[src/rtl/xchg_pkg.sv]
package xchg_pkg;
  typedef enum logic [2:0] {
    ST_IDLE,
    ST_REQ_OWN,
    ST_READ,
    ST_WRITE,
    ST_RESPOND
  } xchg_state_e;
endpackage

[src/rtl/xchg_seq.sv]
module xchg_seq
  import xchg_pkg::*;
#(
  parameter int AW = 16,
  parameter int DW = 32
) (
  input  logic          clk,
  input  logic          rst_n,
  input  logic          op_valid,
  input  logic [AW-1:0] op_addr,
  input  logic [DW-1:0] op_wdata,
  output logic          busy,
  output logic          own_req,
  output logic [AW-1:0] own_addr,
  input  logic          own_grant,
  output logic          mem_rd,
  output logic          mem_wr,
  output logic [AW-1:0] mem_addr,
  output logic [DW-1:0] mem_wdata,
  input  logic [DW-1:0] mem_rdata,
  output logic          done,
  output logic [DW-1:0] old_value,
  output logic          got_lock,
  output logic          hold,
  output logic          respond,
  output logic [AW-1:0] cur_addr
);
  xchg_state_e st_q, st_d;
  logic [AW-1:0] addr_q;
  logic [DW-1:0] reg_q, old_q;

  function automatic logic word_is_free(input logic [DW-1:0] w);
    return (w == '0);
  endfunction

  always_comb begin
    st_d = st_q;
    unique case (st_q)
      ST_IDLE:    if (op_valid) st_d = ST_REQ_OWN;
      ST_REQ_OWN: if (own_grant) st_d = ST_READ;
      ST_READ:    st_d = ST_WRITE;
      ST_WRITE:   st_d = ST_RESPOND;
      ST_RESPOND: st_d = ST_IDLE;
      default:    st_d = ST_IDLE;
    endcase
  end

  always_ff @(posedge clk) begin
    if (!rst_n) begin
      st_q   <= ST_IDLE;
      addr_q <= '0;
      reg_q  <= '0;
      old_q  <= '0;
    end else begin
      st_q <= st_d;
      if (st_q == ST_IDLE && op_valid) begin
        addr_q <= op_addr;
        reg_q  <= op_wdata;
      end
      if (st_q == ST_READ) old_q <= mem_rdata;
    end
  end

  assign busy      = (st_q != ST_IDLE);
  assign own_req   = (st_q == ST_REQ_OWN);
  assign own_addr  = addr_q;
  assign mem_rd    = (st_q == ST_READ);
  assign mem_wr    = (st_q == ST_WRITE);
  assign mem_addr  = addr_q;
  assign mem_wdata = reg_q;
  assign done      = (st_q == ST_RESPOND);
  assign old_value = old_q;
  assign got_lock  = done && word_is_free(old_q);
  assign hold      = (st_q == ST_REQ_OWN) || (st_q == ST_READ) || (st_q == ST_WRITE);
  assign respond   = done;
  assign cur_addr  = addr_q;

  p_read_after_grant_r2: assert property (@(posedge clk) disable iff (!rst_n)
    mem_rd |-> $past(own_grant));
  p_write_follows_read_r3: assert property (@(posedge clk) disable iff (!rst_n)
    mem_rd |=> mem_wr);
  p_done_after_write_r4: assert property (@(posedge clk) disable iff (!rst_n)
    mem_wr |=> (done && !mem_wr));
  p_phases_exclusive_r4: assert property (@(posedge clk) disable iff (!rst_n)
    $onehot0({mem_rd, mem_wr, done, own_req}));
  p_idle_after_done_r1: assert property (@(posedge clk) disable iff (!rst_n)
    done |=> !busy);
endmodule

[src/rtl/snoop_hold.sv]
module snoop_hold #(
  parameter int AW         = 16,
  parameter int LINE_OFS_W = 4
) (
  input  logic          clk,
  input  logic          rst_n,
  input  logic          hold,
  input  logic          respond,
  input  logic [AW-1:0] cur_addr,
  input  logic          snp_in_valid,
  input  logic [AW-1:0] snp_in_addr,
  output logic          snp_in_ready,
  output logic          snp_out_valid,
  output logic [AW-1:0] snp_out_addr
);
  localparam int LW = AW - LINE_OFS_W;

  logic          buf_v;
  logic [AW-1:0] buf_a;
  logic          same_line, park, take, release_buf;

  function automatic logic [LW-1:0] line_of(input logic [AW-1:0] a);
    return a[AW-1:LINE_OFS_W];
  endfunction

  assign same_line   = (line_of(snp_in_addr) == line_of(cur_addr));
  assign park        = hold && snp_in_valid && same_line;
  assign take        = park && !buf_v;
  assign release_buf = respond && buf_v;

  always_ff @(posedge clk) begin
    if (!rst_n) begin
      buf_v <= 1'b0;
      buf_a <= '0;
    end else if (take) begin
      buf_v <= 1'b1;
      buf_a <= snp_in_addr;
    end else if (release_buf) begin
      buf_v <= 1'b0;
    end
  end

  assign snp_out_valid = release_buf || (snp_in_valid && !park);
  assign snp_out_addr  = release_buf ? buf_a : snp_in_addr;
  assign snp_in_ready  = !release_buf && !(park && buf_v);

  p_no_leak_r6: assert property (@(posedge clk) disable iff (!rst_n)
    (hold && snp_in_valid && same_line) |-> !(snp_out_valid && snp_out_addr == snp_in_addr && !respond));
  p_release_r7: assert property (@(posedge clk) disable iff (!rst_n)
    (buf_v && respond) |-> (snp_out_valid && snp_out_addr == buf_a));
  p_full_stall_r8: assert property (@(posedge clk) disable iff (!rst_n)
    (buf_v && hold && snp_in_valid && same_line) |-> !snp_in_ready);
  p_kept_r8: assert property (@(posedge clk) disable iff (!rst_n)
    (buf_v && hold) |=> buf_v && $stable(buf_a));
endmodule

[src/rtl/atomic_swap_unit.sv]
module atomic_swap_unit #(
  parameter int AW         = 16,
  parameter int DW         = 32,
  parameter int LINE_OFS_W = 4
) (
  input  logic          clk,
  input  logic          rst_n,
  input  logic          op_valid,
  input  logic [AW-1:0] op_addr,
  input  logic [DW-1:0] op_wdata,
  output logic          busy,
  output logic          own_req,
  output logic [AW-1:0] own_addr,
  input  logic          own_grant,
  output logic          mem_rd,
  output logic          mem_wr,
  output logic [AW-1:0] mem_addr,
  output logic [DW-1:0] mem_wdata,
  input  logic [DW-1:0] mem_rdata,
  output logic          done,
  output logic [DW-1:0] old_value,
  output logic          got_lock,
  input  logic          snp_in_valid,
  input  logic [AW-1:0] snp_in_addr,
  output logic          snp_in_ready,
  output logic          snp_out_valid,
  output logic [AW-1:0] snp_out_addr
);
  logic          hold, respond;
  logic [AW-1:0] cur_addr;

  xchg_seq #(.AW(AW), .DW(DW)) u_seq (
    .clk(clk), .rst_n(rst_n),
    .op_valid(op_valid), .op_addr(op_addr), .op_wdata(op_wdata),
    .busy(busy), .own_req(own_req), .own_addr(own_addr), .own_grant(own_grant),
    .mem_rd(mem_rd), .mem_wr(mem_wr), .mem_addr(mem_addr),
    .mem_wdata(mem_wdata), .mem_rdata(mem_rdata),
    .done(done), .old_value(old_value), .got_lock(got_lock),
    .hold(hold), .respond(respond), .cur_addr(cur_addr)
  );

  snoop_hold #(.AW(AW), .LINE_OFS_W(LINE_OFS_W)) u_hold (
    .clk(clk), .rst_n(rst_n),
    .hold(hold), .respond(respond), .cur_addr(cur_addr),
    .snp_in_valid(snp_in_valid), .snp_in_addr(snp_in_addr),
    .snp_in_ready(snp_in_ready),
    .snp_out_valid(snp_out_valid), .snp_out_addr(snp_out_addr)
  );

  p_idle_quiet_r1: assert property (@(posedge clk) disable iff (!rst_n)
    !busy |-> !(mem_rd || mem_wr || done || own_req));
endmodule

[config.mk]
export PLATFORM = sky130hd
export DESIGN_NAME = atomic_swap_unit
export DESIGN_NICKNAME = d
export VERILOG_FILES = /design/src/rtl/xchg_pkg.sv /design/src/rtl/xchg_seq.sv /design/src/rtl/snoop_hold.sv /design/src/rtl/atomic_swap_unit.sv
export SDC_FILE = /design/constraint.sdc
export NUM_CORES = 1
export LEC_CHECK = 0
export BUFFER_PORTS_ARGS = -buffer_cell sky130_fd_sc_hd__buf_2
export CAP_MARGIN = 20
export CELL_PAD_IN_SITES_DETAIL_PLACEMENT = 1
export CELL_PAD_IN_SITES_GLOBAL_PLACEMENT = 1
export CORE_MARGIN = 1.5
export CORE_UTILIZATION = 32
export CTS_CLUSTER_DIAMETER = 80
export DETAILED_ROUTE_END_ITERATION = 12
export GPL_TIMING_DRIVEN = 0
export PLACE_DENSITY = 0.82
export SKIP_LAST_GASP = 1
export SYNTH_ARGS = -nofsm -noshare
export SYNTH_HDL_FRONTEND = slang
export SYNTH_SLANG_ARGS = --single-unit
[constraint.sdc]
create_clock -name clk -period 2.2 [get_ports clk]
set_input_delay 0.11 -clock clk [delete_from_list [all_inputs] [get_ports clk]]
set_output_delay 0.11 -clock clk [all_outputs]
set_load 0.01 [all_outputs]
== Word-level counts from Yosys, hierarchy flattened ==
Cells that the tools add are included.
Word-level totals
  flip-flop bits (word level): 100
  input bits: 101
  word-level logic and storage cells: 40
Cells by class
  equal/unequal tests: 7
  multiplexer cells: 6
  reduce and logical (&&, ||, !) cells: 21
Operator list (number)
  $logic_not A32 Y1: 1
  $mux W16: 1
  $eq A12 B12 Y1: 1
  $pmux W3 S4: 1
  $logic_and A1 B1 Y1: 9
  $eq A3 B2 Y1 const B: 2
  $mux W3: 2
  $logic_not A1 Y1: 4
  $eq A3 B1 Y1 const B: 1
  $eq A3 B3 Y1 const B: 1
  $logic_not A3 Y1: 1
  $logic_or A1 B1 Y1: 3
  $reduce_bool A3 Y1: 1
  $mux W1: 2
  $ne A2 B1 Y1 const B: 1
  $ne A2 B2 Y1 const B: 1
  $reduce_and A2 Y1: 1
  $reduce_bool A2 Y1: 1

== Depth between registers and ports, before layout ==
Gate-level depths: netlist of the first run.
  depth after elaboration: 8
  gate-level depth with buffers: 7
  mapped depth without buffers: 5

== By module ==
Synthesis of the first run repeated with hierarchy kept, for this count alone.
Second synthesis, totals
  cells, all modules: 531
  area total of the unflattened synthesis: 4543.1 µm²
By module, submodules not included
  xchg_seq: times used 1, cells each 415, area an instance 3475.8 µm², seq. area each 1661.6 µm²
  snoop_hold: times used 1, cells each 116, area an instance 1067.3 µm², seq. area each 340.3 µm²

== Least setup slack after synthesis of the first run ==
OpenSTA, ideal clock, no wires.
  path type: register to register
  start point: reg u_seq.addr_q[11] (netlist: u_seq.cur_addr[11])
  end point: reg u_hold.buf_a[10]
  library setup time: 0.072 ns
  arrival time: 1.695 ns
  required time: 2.128 ns
  slack: 0.433 ns
  stages on the path, launching flop included: 7
  buffers on the path: 1
  period minus slack after synthesis: 1.767 ns
  path through: dfxtp_1 -> or2b_1 -> o2111ai_1 -> or4_4 -> nor2_8 -> buf_12 -> mux2i_1
On the way
  longest elaborated chain between the ends: 3
RTL lines
  start: declaration: line xchg_seq.sv:29  | logic [AW-1:0] addr_q;
  start signal: assignment: line xchg_seq.sv:57  | addr_q <= op_addr;
  $eq A12 B12 Y1: line snoop_hold.sv:26  | assign same_line = (line_of(snp_in_addr) == line_of(cur_addr));
  $logic_and A1 B1 Y1: line snoop_hold.sv:27  | assign park = hold && snp_in_valid && same_line;
  $logic_and A1 B1 Y1: line snoop_hold.sv:28  | assign take = park && !buf_v;
  end signal: assignment: line snoop_hold.sv:37  | buf_a <= snp_in_addr;
  end: declaration: line snoop_hold.sv:19  | logic [AW-1:0] buf_a;
Every way passes these cells.
A chain may end at the register's enable or synchronous reset.

== Worst setup path after layout of the first run ==
  start point: reg u_seq.addr_q[8] (netlist: u_seq.cur_addr[8])
  end point: out snp_out_valid
On the way
  longest elaborated chain between the ends: 5
RTL lines
  $eq A12 B12 Y1: line snoop_hold.sv:26
  $logic_and A1 B1 Y1: line snoop_hold.sv:27
  $logic_not A1 Y1: line snoop_hold.sv:43  | assign snp_out_valid = release_buf || (snp_in_valid && !park);
  $logic_and A1 B1 Y1: line snoop_hold.sv:43
  $logic_or A1 B1 Y1: line snoop_hold.sv:43
  end: declaration: line atomic_swap_unit.sv:26  | output logic snp_out_valid,
Every way passes these cells.

==> key figures, run 1 <==
Worst setup path
  – R2r worst-path depth: 6
  – Critical R2R Capture: u_hold.buf_a[11]
  – Flop2flop setup slack: about 0.17 ns
  – CP arrival: 2.02 ns
  – CP max FO: 4
  – CP Buf/Inv Count: 1
  – Worst setup SP type: register
  – Crit end category: output port
  – Chain of cells forming the critical path: xor2_1 -> a221oi_1 -> nand3_2 -> nor4_4 -> o21ai_0 -> buf_2
  – Req. time, crit path: about 2.1 ns
  – Worst path slowest cell: dfxtp_1
  – Critical path type: register to output port
  – Reg-to-reg startpoint: u_seq.cur_addr[11]
  – CP max stage delay: 0.35 ns
  – Worst path top cell family by delay: compound AO/OA/AOI/OAI gates

Synth
  – Dominant synthesized flop cell: dfxtp_1
  – Top-area cell type share of the netlist area: 46.0%
  – Async set-reset flop share out of synthesis: 0%
  – FF+latch count, synth: 100
  – Ranking of synthesized cells by area: dfxtp_1 (46%), nand2_1 (21%), a21boi_0 (13%)
  – Mean Syn Cell Area: approximately 8.0 sq um
  – Cell variety after synth: 39
  – Synth Instances: 546
  – Cell taking the most area after synthesis: dfxtp_1
  – Synth Cell Area: 0.00435 sq mm
  – Seq/Total Area, Yosys: a little under half
  – Post-synth EDFFs: 0
  – Synth Warn #: 0
  – Net Count, Synth: about 650

Timing
  – Final hold vios: 0
  – Max Slew Vio Count: 0
  – Final Cycle Share: around 97%
  – Slew HR: 64.0%
  – Layout Skew: 0.00629 ns
  – FMAX: between 0.4 and 0.5 GHz
  – RSZ-0062 raised after global routing: yes
  – Final setup viols: 0
  – Setup TNS: 0 ns
  – Worst-Margin Slew: 0.540 ns
  – Final worst path period need: between 2 and 2.5 ns

Floorplan
  – Die ar.: 0.0143 sq mm
  – Vert. Die Dim: 120 um
  – Initial Util: 32.9%
  – Site Rows: 42
  – Io pins: about 220
  – Core area: 0.0132 sq mm
  – Die Wd: about 120 um

Worst hold path
  – Hold EP: u_seq.old_value[30]
  – Hold Path Class: primary input to register
  – Hold Path Origin: mem_rdata[30]
  – Worst Hold Path Cells: 3

Power and ir drop
  – Max rail drop VDD: 281 uV
  – Leak: 2.84 nW
  – Pwr/cell area: 694 mW/mm^2
  – Total power: 0.00416 W

Route
  – Antenna Nets Post-Route: 0
  – DRC: 0
  – Drt wl/cell: around 15 um
  – Number of vias per cell: 4.62
  – Final WL: 14600 um
  – 1st-iter DRT viols: 200
  – Drt pass-1 iters: 4
  – Vias: approximately 4.4k

CTS
  – H-tree lvl count: 3
  – CTS max path bufs: 2
  – CTS tree: built
  – Total CTS buffers: 9
  – Root Driver: clkbuf_16
  – # clock sinks: 100
  – Clk_lat worst skew: around 0.34 ns
  – Clk slew on worst S/H paths: roughly 0.060 ns

Place
  – Buffers on Ports: approximately 220
  – HPWL Detailed: between 10000 and 15000 um
  – Routability congestion estimate: 0.806
  – Area of placed instances: about 0.0057 sq mm

Finish
  – Fin util: roughly 45%
  – Final instance area: 0.00600 sq mm
  – Area added between synthesis and finish: 37.8%
  – N_diodes: 0
  – Commonest non-fill, non-tap cell in the layout: nand2_1
  – Layout cells sized above 1: 34.2%
  – Nets: 879
  – Most frequent cells in the layout: nand2_1 (240), buf_2 (223), dfxtp_1 (96)

GRT
  – Largest net degree at the start of global routing: 15
  – Initial antenna violation count: 1
  – Remaining Overflow, GRT: 0
  – Number of global-route vias before repair: about 4.6k
  – First-pass GRT wire length: 22700 um
  – All-layer global routing usage: between 20% and 30%

Run status
  – Run status: complete, no violations

Flow run
  – Max-Cap Viols: 0
-- sequential cells by signal, indices dropped and copies added (netlist names) --
register and flops:
u_seq.mem_wdata 32, u_seq.cur_addr 16, u_hold.buf_v 1, u_seq.old_value 32
u_hold.buf_a 16, u_seq.st_q 3
-- worst max path at each step --
stage	cells after the start	slack [ns]	endpoint	from
2_1_floorplan	6	0.43	u_hold.buf_a[10]	u_seq.cur_addr[11]
4_1_cts	6	0.02	snp_out_valid	u_seq.cur_addr[13]
5_1_grt	6	-0.01	snp_out_valid	u_seq.cur_addr[7]
6_report	6	0.07	snp_out_valid	u_seq.cur_addr[8]
3_5_place_dp	6	0.18	snp_out_valid	u_seq.st_q[1]
3_3_place_gp	6	0.22	snp_out_valid	u_seq.st_q[1]
-- tightest hold or removal path, stage by stage --
cell and delay [ns]:
buf_2 0.10, nand2_1 0.05, a21boi_1 0.05
-- cell families after synthesis --
logic type | share of synthesized area, %
simple gates | 26.6
mux | 3.68
compound gates | 15.8
xor+xnor | 1.21
buf+inv | 6.61
flops | 46.0
-- per-layer routing --
metal	vias up	part of all wire (%)	wire length, um	GRT usage (%)
met5	-	0.082	12	0
met4	2	1.7	252	7.59
met3	18	5.7	839	4.80
met2	131	50	7340	36.0
met1	2057	42	6190	23.2
li1	2216	-	-	-
-- cell usage after synthesis, types with 4 or more instances --
master / count
a21boi_1: 5
xor2_1: 4
nand2b_1: 5
nor4_1: 8
mux2i_1: 16
clkbuf_1: 26
buf_4: 16
dfxtp_1: 100
inv_1: 6
nand2_1: 240
o21ai_0: 4
buf_2: 4
a21boi_0: 75
-- report_power, final --
part	internal, W	switching [W]	total, W
logic	0.000296	0.000379	0.000675
registers	0.00190	0.0000711	0.00197
clock network	0.000866	0.000650	0.00152
-- stage by stage --
stage | hold WS (ns) | setup WS (ns) | std cells
after floorplan | 0.245 | 0.433 | 546
after global placement | 0.352 | 0.217 | 941
after detailed placement | 0.363 | 0.180 | 941
after CTS | 0.00267 | 0.0178 | 957
after global routing | 0.00385 | -0.0143 | 957
final | 0.0109 | 0.0720 | 957
-- what timing repair did --
action                                 in CTS  in global routing
gates resized for setup                     7                  3
gates cloned                                0                  0
hold buffers                                2                  0
endpoints found under the hold margin       2                  0
buffers inserted                            1                  0
setup endpoints to repair                  12                 11
pin swaps                                   1                  0
-- area by class of cell --
| cell class | instances | area (sq um) |
|---|---|---|
| flip-flops and latches | 100 | 2010 |
| clock buffers | 11 | 233 |
| repair buffers | 222 | 1120 |
| well taps | 176 | 220 |
| inverters | 6 | 22.5 |
| plain buffers | 48 | 264 |
| clock inverters | 3 | 40.0 |
| fillers | 1716 | 7250 |
| multi-input cells | 391 | 2090 |
(Power assumes the default switching activity.)
==> inputs of run 2 (changes only) <==
- MAX_ROUTING_LAYER: default -> met4
- SLEW_MARGIN: default -> 5
==> run 2 against run 1 <==
  * Wire length rose by 0.42%
  * Design area barely moved
  * Critical path type unchanged
  * Hold slack improved by 0.0010 ns
  * First-iteration DRC count rose by 9.0%
  * Non-clock buffer count did not move
  * Total power barely moved
  * Largest power group unchanged
  * Sequential power barely moved
==> key figures, run 2 (synthesis gave the netlist of run 1 again) <==
Run status
  – Run status: complete, no violations

Route
  – 1st-iter DRT viols: 218
  – Final WL: 14700 um
  – Antenna Nets Post-Route: 0
  – Number of vias per cell: 4.65
  – Drt pass-1 iters: 6
  – DRC: 0
  – Drt wl/cell: 15.3 um
  – Vias: 4452

Finish
  – Register area: 0.00201 sq mm
  – Commonest non-fill, non-tap cell in the layout: nand2_1
  – Nets: 879
  – Most frequent cells in the layout: nand2_1 (240), buf_2 (223), dfxtp_1 (96)
  – Final instance area: between 0.005 and 0.006 sq mm
  – Area added between synthesis and finish: 37.9%
  – FILL cells: 1718
  – Fin util: 45.3%
  – Layout cells sized above 1: between 30% and 40%
  – Multi-input logic area: between 0.002 and 0.0025 sq mm
  – Final Non-Filler Cells: 958

Worst setup path
  – Critical path type: register to output port
  – Reg-to-reg startpoint: u_seq.cur_addr[11]
  – Flop2flop setup slack: 0.17 ns
  – Req. time, crit path: between 2 and 2.5 ns
  – Crit end category: output port
  – CP arrival: 2.02 ns
  – CP max FO: 4
  – Worst setup SP type: register
  – Setup crit start: u_seq.cur_addr[8]

Floorplan
  – Io pins: 221
  – Die ar.: 0.0143 sq mm
  – Vert. Die Dim: 120 um
  – Die Wd: 120 um
  – Initial Util: 32.9%
  – Site Rows: 42
  – Core area: 0.0132 sq mm

CTS
  – # clock sinks: 100
  – Total CTS buffers: 9
  – CTS max path bufs: 2
  – Clk_lat worst skew: 0.34 ns
  – H-tree lvl count: 3
  – CTS tree: built
  – Clk slew on worst S/H paths: roughly 0.060 ns
  – Root Driver: clkbuf_16

Power and ir drop
  – Pwr/cell area: between 600 and 700 mW/mm^2
  – Leak: about 2.8 nW
  – Total power: 0.00416 W
  – Max rail drop VDD: 260 uV

GRT
  – Largest net degree at the start of global routing: 15
  – Remaining Overflow, GRT: 0
  – First-pass GRT wire length: roughly 23000 um
  – Initial antenna violation count: 1
  – All-layer global routing usage: about a fifth
  – Number of global-route vias before repair: 4574

Timing
  – Final hold vios: 0
  – Layout Skew: 0.00521 ns
  – Worst-Margin Slew: 0.547 ns
  – Max Slew Vio Count: 0
  – RSZ-0062 raised after global routing: yes
  – Final Hold Slack: 0.0119 ns
  – FMAX: 0.470 GHz
  – Slew HR: 63.5%
  – Final Cycle Share: 96.8%
  – Final worst path period need: 2.13 ns
  – Final setup viols: 0

Place
  – HPWL Detailed: 11600 um
  – Buffers on Ports: 219
  – Placed Cells: 941
  – Area of placed instances: 0.00567 sq mm
  – Routability congestion estimate: 0.818

Flow run
  – Max-Cap Viols: 0

Worst hold path
  – Hold Path Origin: op_addr[13]
  – Hold Path Class: primary input to register
[run 2: critical path, stage by stage (launching register included)]
cell and delay (ns):
dfxtp_1 0.35, xor2_1 0.15, a221oi_1 0.34, nand3_2 0.16, nor4_4 0.33, o21ai_0 0.16, buf_2 0.18
[run 2: worst paths after layout]
check / endpoint / depth (start not counted)
worst min-delay path: u_seq.cur_addr[13] / 3
worst max-delay path: snp_out_valid / 6
worst min register to register: u_seq.mem_wdata[19] / 2
worst max register to register: u_hold.buf_a[11] / 6
[run 2: final cells by class]
class / count / share of cell area [%]
Timing Repair Buffer: 222 / 18.7
Buffer: 48 / 4.40
Antenna cell: 1 / 0.0417
Clock inverter: 3 / 0.668
Sequential cell: 100 / 33.5
Clock buffer: 11 / 3.88
Inverter: 6 / 0.375
Multi-Input combinational cell: 391 / 34.8
Tap cell: 176 / 3.67
[run 2: routing by layer]
metal / vias to the layer above / GRT usage (%) / wire [um] / part of all wire (%)
li1: 2217 / - / - / -
met1: 2082 / 23.9 / 6350 / 43
met2: 131 / 35.8 / 7340 / 50
met3: 22 / 3.71 / 707 / 4.8
met4: 0 / 7.81 / 288 / 2.0
met5: - / - / 0 / 0
[run 2: stage by stage]
step | TNS, ns | setup WS, ns
final | 0 | 0.0705
after global routing | -0.0122 | -0.0122
after CTS | 0 | 0.0178
after detailed placement | 0 | 0.180
after global placement | 0 | 0.217
after floorplan | 0 | 0.433
[run 2: timing repair]
action,CTS,global route
pin swaps,1,0
resized for setup,7,3
endpoints found under the setup margin,12,11
hold buffers,2,0
setup buffers,1,0
hold endpoints to repair,2,0
[run 2: power breakdown]
group	switching (W)	total (W)	internal (W)	leakage, nW
clock network	0.000649	0.00152	0.000866	0.135
logic	0.000380	0.000676	0.000296	1.89
registers	0.0000711	0.00197	0.00190	0.816
total	0.00110	0.00416	0.00306	2.84
==> inputs of run 3 (changes only) <==
--- a/config.mk
+++ b/config.mk
@@ -18,2 +18,3 @@
 export PLACE_DENSITY = 0.82
+export SKIP_CTS_REPAIR_TIMING = 1
 export SKIP_LAST_GASP = 1
==> constraint.sdc (replaced) <==
create_clock -name clk -period 2.2 [get_ports clk]
set_input_delay 0.22 -clock clk [delete_from_list [all_inputs] [get_ports clk]]
set_output_delay 0.22 -clock clk [all_outputs]
set_load 0.01 [all_outputs]
==> run 3 against run 2 <==
  * Maximum frequency up 1.2%
  * Wire length shrank 0.69%
  * Design area shrank 0.23%
==> key figures, run 3 (synthesis gave the netlist of run 1 again) <==
GRT
  – Largest net degree at the start of global routing: 15
  – All-layer global routing usage: 20.5%
  – First-pass GRT wire length: 22500 um
  – Global routing usage on met1: 23.9%
  – Remaining Overflow, GRT: 0
  – Met2 Use GR: 35.2%
  – M3 GR Usage: 3.66%
  – GR peak layer: met2
  – Number of global-route vias before repair: 4543
  – Initial antenna violation count: 1

Timing
  – Final hold vios: 0
  – FMAX: 0.475 GHz
  – RSZ-0062 raised after global routing: no
  – Layout Skew: just over 0.005 ns
  – Final setup viols: 0
  – Setup TNS: 0 ns
  – Worst-Margin Slew: 0.552 ns
  – Slew HR: 63.2%
  – Final Cycle Share: 95.7%
  – Final worst path period need: 2.10 ns
  – Max Slew Vio Count: 0

Finish
  – Most frequent cells in the layout: nand2_1 (240), buf_2 (222), dfxtp_1 (94)
  – Register area: about 0.002 sq mm
  – FILL cells: between 1.5k and 2k
  – Multi-input logic area: around 0.0021 sq mm
  – Area added between synthesis and finish: 37.6%
  – Final Non-Filler Cells: 955
  – Nets: 876
  – Layout cells sized above 1: a little over a third
  – Commonest non-fill, non-tap cell in the layout: nand2_1

Route
  – Antenna Nets Post-Route: 0
  – Final WL: ~15000 um
  – 1st-iter DRT viols: 194
  – Number of vias per cell: 4.62
  – Drt pass-1 iters: 4
  – DRC: 0
  – Vias: 4412
  – Drt wl/cell: about 15 um

Worst setup path
  – CP max FO: 4
  – Worst setup SP type: register
  – Critical path type: register to output port
  – CP arrival: 1.88 ns
  – Crit end category: output port
  – Reg-to-reg startpoint: u_seq.cur_addr[11]
  – Req. time, crit path: 1.98 ns
  – Setup crit start: u_seq.cur_addr[8]

Floorplan
  – Site Rows: 42
  – Initial Util: roughly a third
  – Io pins: 221
  – Die ar.: around 0.014 sq mm
  – Core area: 0.0132 sq mm
  – Die Wd: 120 um
  – Vert. Die Dim: roughly 120 um

Power and ir drop
  – Pwr/cell area: 695 mW/mm^2
  – Leak: 2.83 nW
  – Max rail drop VDD: between 200 and 300 uV

CTS
  – CTS tree: built
  – CTS max path bufs: 2
  – Clk slew on worst S/H paths: roughly 0.06 ns
  – H-tree lvl count: 3
  – Clk_lat worst skew: 0.34 ns
  – # clock sinks: 100
  – Total CTS buffers: 9
  – Root Driver: clkbuf_16

Flow run
  – Max-Cap Viols: 0

Place
  – Buffers on Ports: 219
  – Placed Cells: ~940
  – HPWL Detailed: 11600 um
  – Routability congestion estimate: 0.818

Worst hold path
  – Hold Path Origin: mem_rdata[20]
  – Hold Path Class: primary input to register

Run status
  – Run status: complete, no violations
-- run 3: changes by cell type in the layout (fill, tap and decap cells not counted) --
cell | previous run | this run
nor2_2 | 1 | 0
dlygate4sd3_1 | 2 | 0
dfxtp_2 | 4 | 6
dfxtp_1 | 96 | 94
clkbuf_2 | 2 | 1
and3_2 | 0 | 1
and3_1 | 1 | 0
inv_1 | 6 | 5
buf_2 | 223 | 222
clkbuf_4 | 0 | 1
nor2_4 | 0 | 1
inv_2 | 0 | 1
-- run 3: cell type report --
class	count	area share [%]
Multi-Input combinational cell	391	35.0
Sequential cell	100	33.6
Timing Repair Buffer	220	18.4
Buffer	47	4.37
Clock buffer	11	3.89
Tap cell	176	3.68
Clock inverter	3	0.669
Inverter	6	0.376
Antenna cell	1	0.0418
-- run 3: critical path, cell delays in order (launching register included) --
cell      delay [ns]
dfxtp_1         0.35
xor2_1          0.15
a221oi_1        0.34
nand3_2         0.16
nor4_4          0.20
o21ai_0         0.17
buf_2           0.17
-- run 3: final timing paths --
| path | endpoint | slack (ns) | cells past startpoint |
|---|---|---|---|
| hold / removal | u_seq.old_value[20] | 0.12 | 3 |
| setup / recovery | snp_out_valid | 0.1 | 6 |
| setup reg to reg | u_hold.buf_a[11] | 0.18 | 6 |
| hold reg to reg | u_seq.mem_wdata[19] | 0.46 | 2 |
-- run 3: power by group --
| part | switching, W | total [W] | internal [W] |
|---|---|---|---|
| logic | 0.000378 | 0.000672 | 0.000294 |
| clock network | 0.000649 | 0.00152 | 0.000866 |
| registers | 0.0000729 | 0.00197 | 0.00190 |
-- run 3: per-layer routing --
| metal | up-vias | wire (um) |
|---|---|---|
| met2 | 125 | 7270 |
| met1 | 2057 | 6360 |
| met4 | 0 | 280 |
| met3 | 20 | 679 |
| met5 | - | 0 |
| li1 | 2210 | - |
-- run 3: metrics by stage --
stage	hold slack, ns	total power [W]	setup slack, ns	util, %	instance area, sq um
4_1_cts	0.103	0.00421	-0.305	44.9	5940
3_5_place_dp	0.453	0.00268	0.0696	42.8	5670
6_report	0.117	0.00416	0.0952	45.2	5980
3_3_place_gp	0.442	0.00265	0.107	42.8	5670
5_1_grt	0.109	0.00438	0.00337	45.2	5980
2_1_floorplan	0.355	0.00235	0.402	-	4350
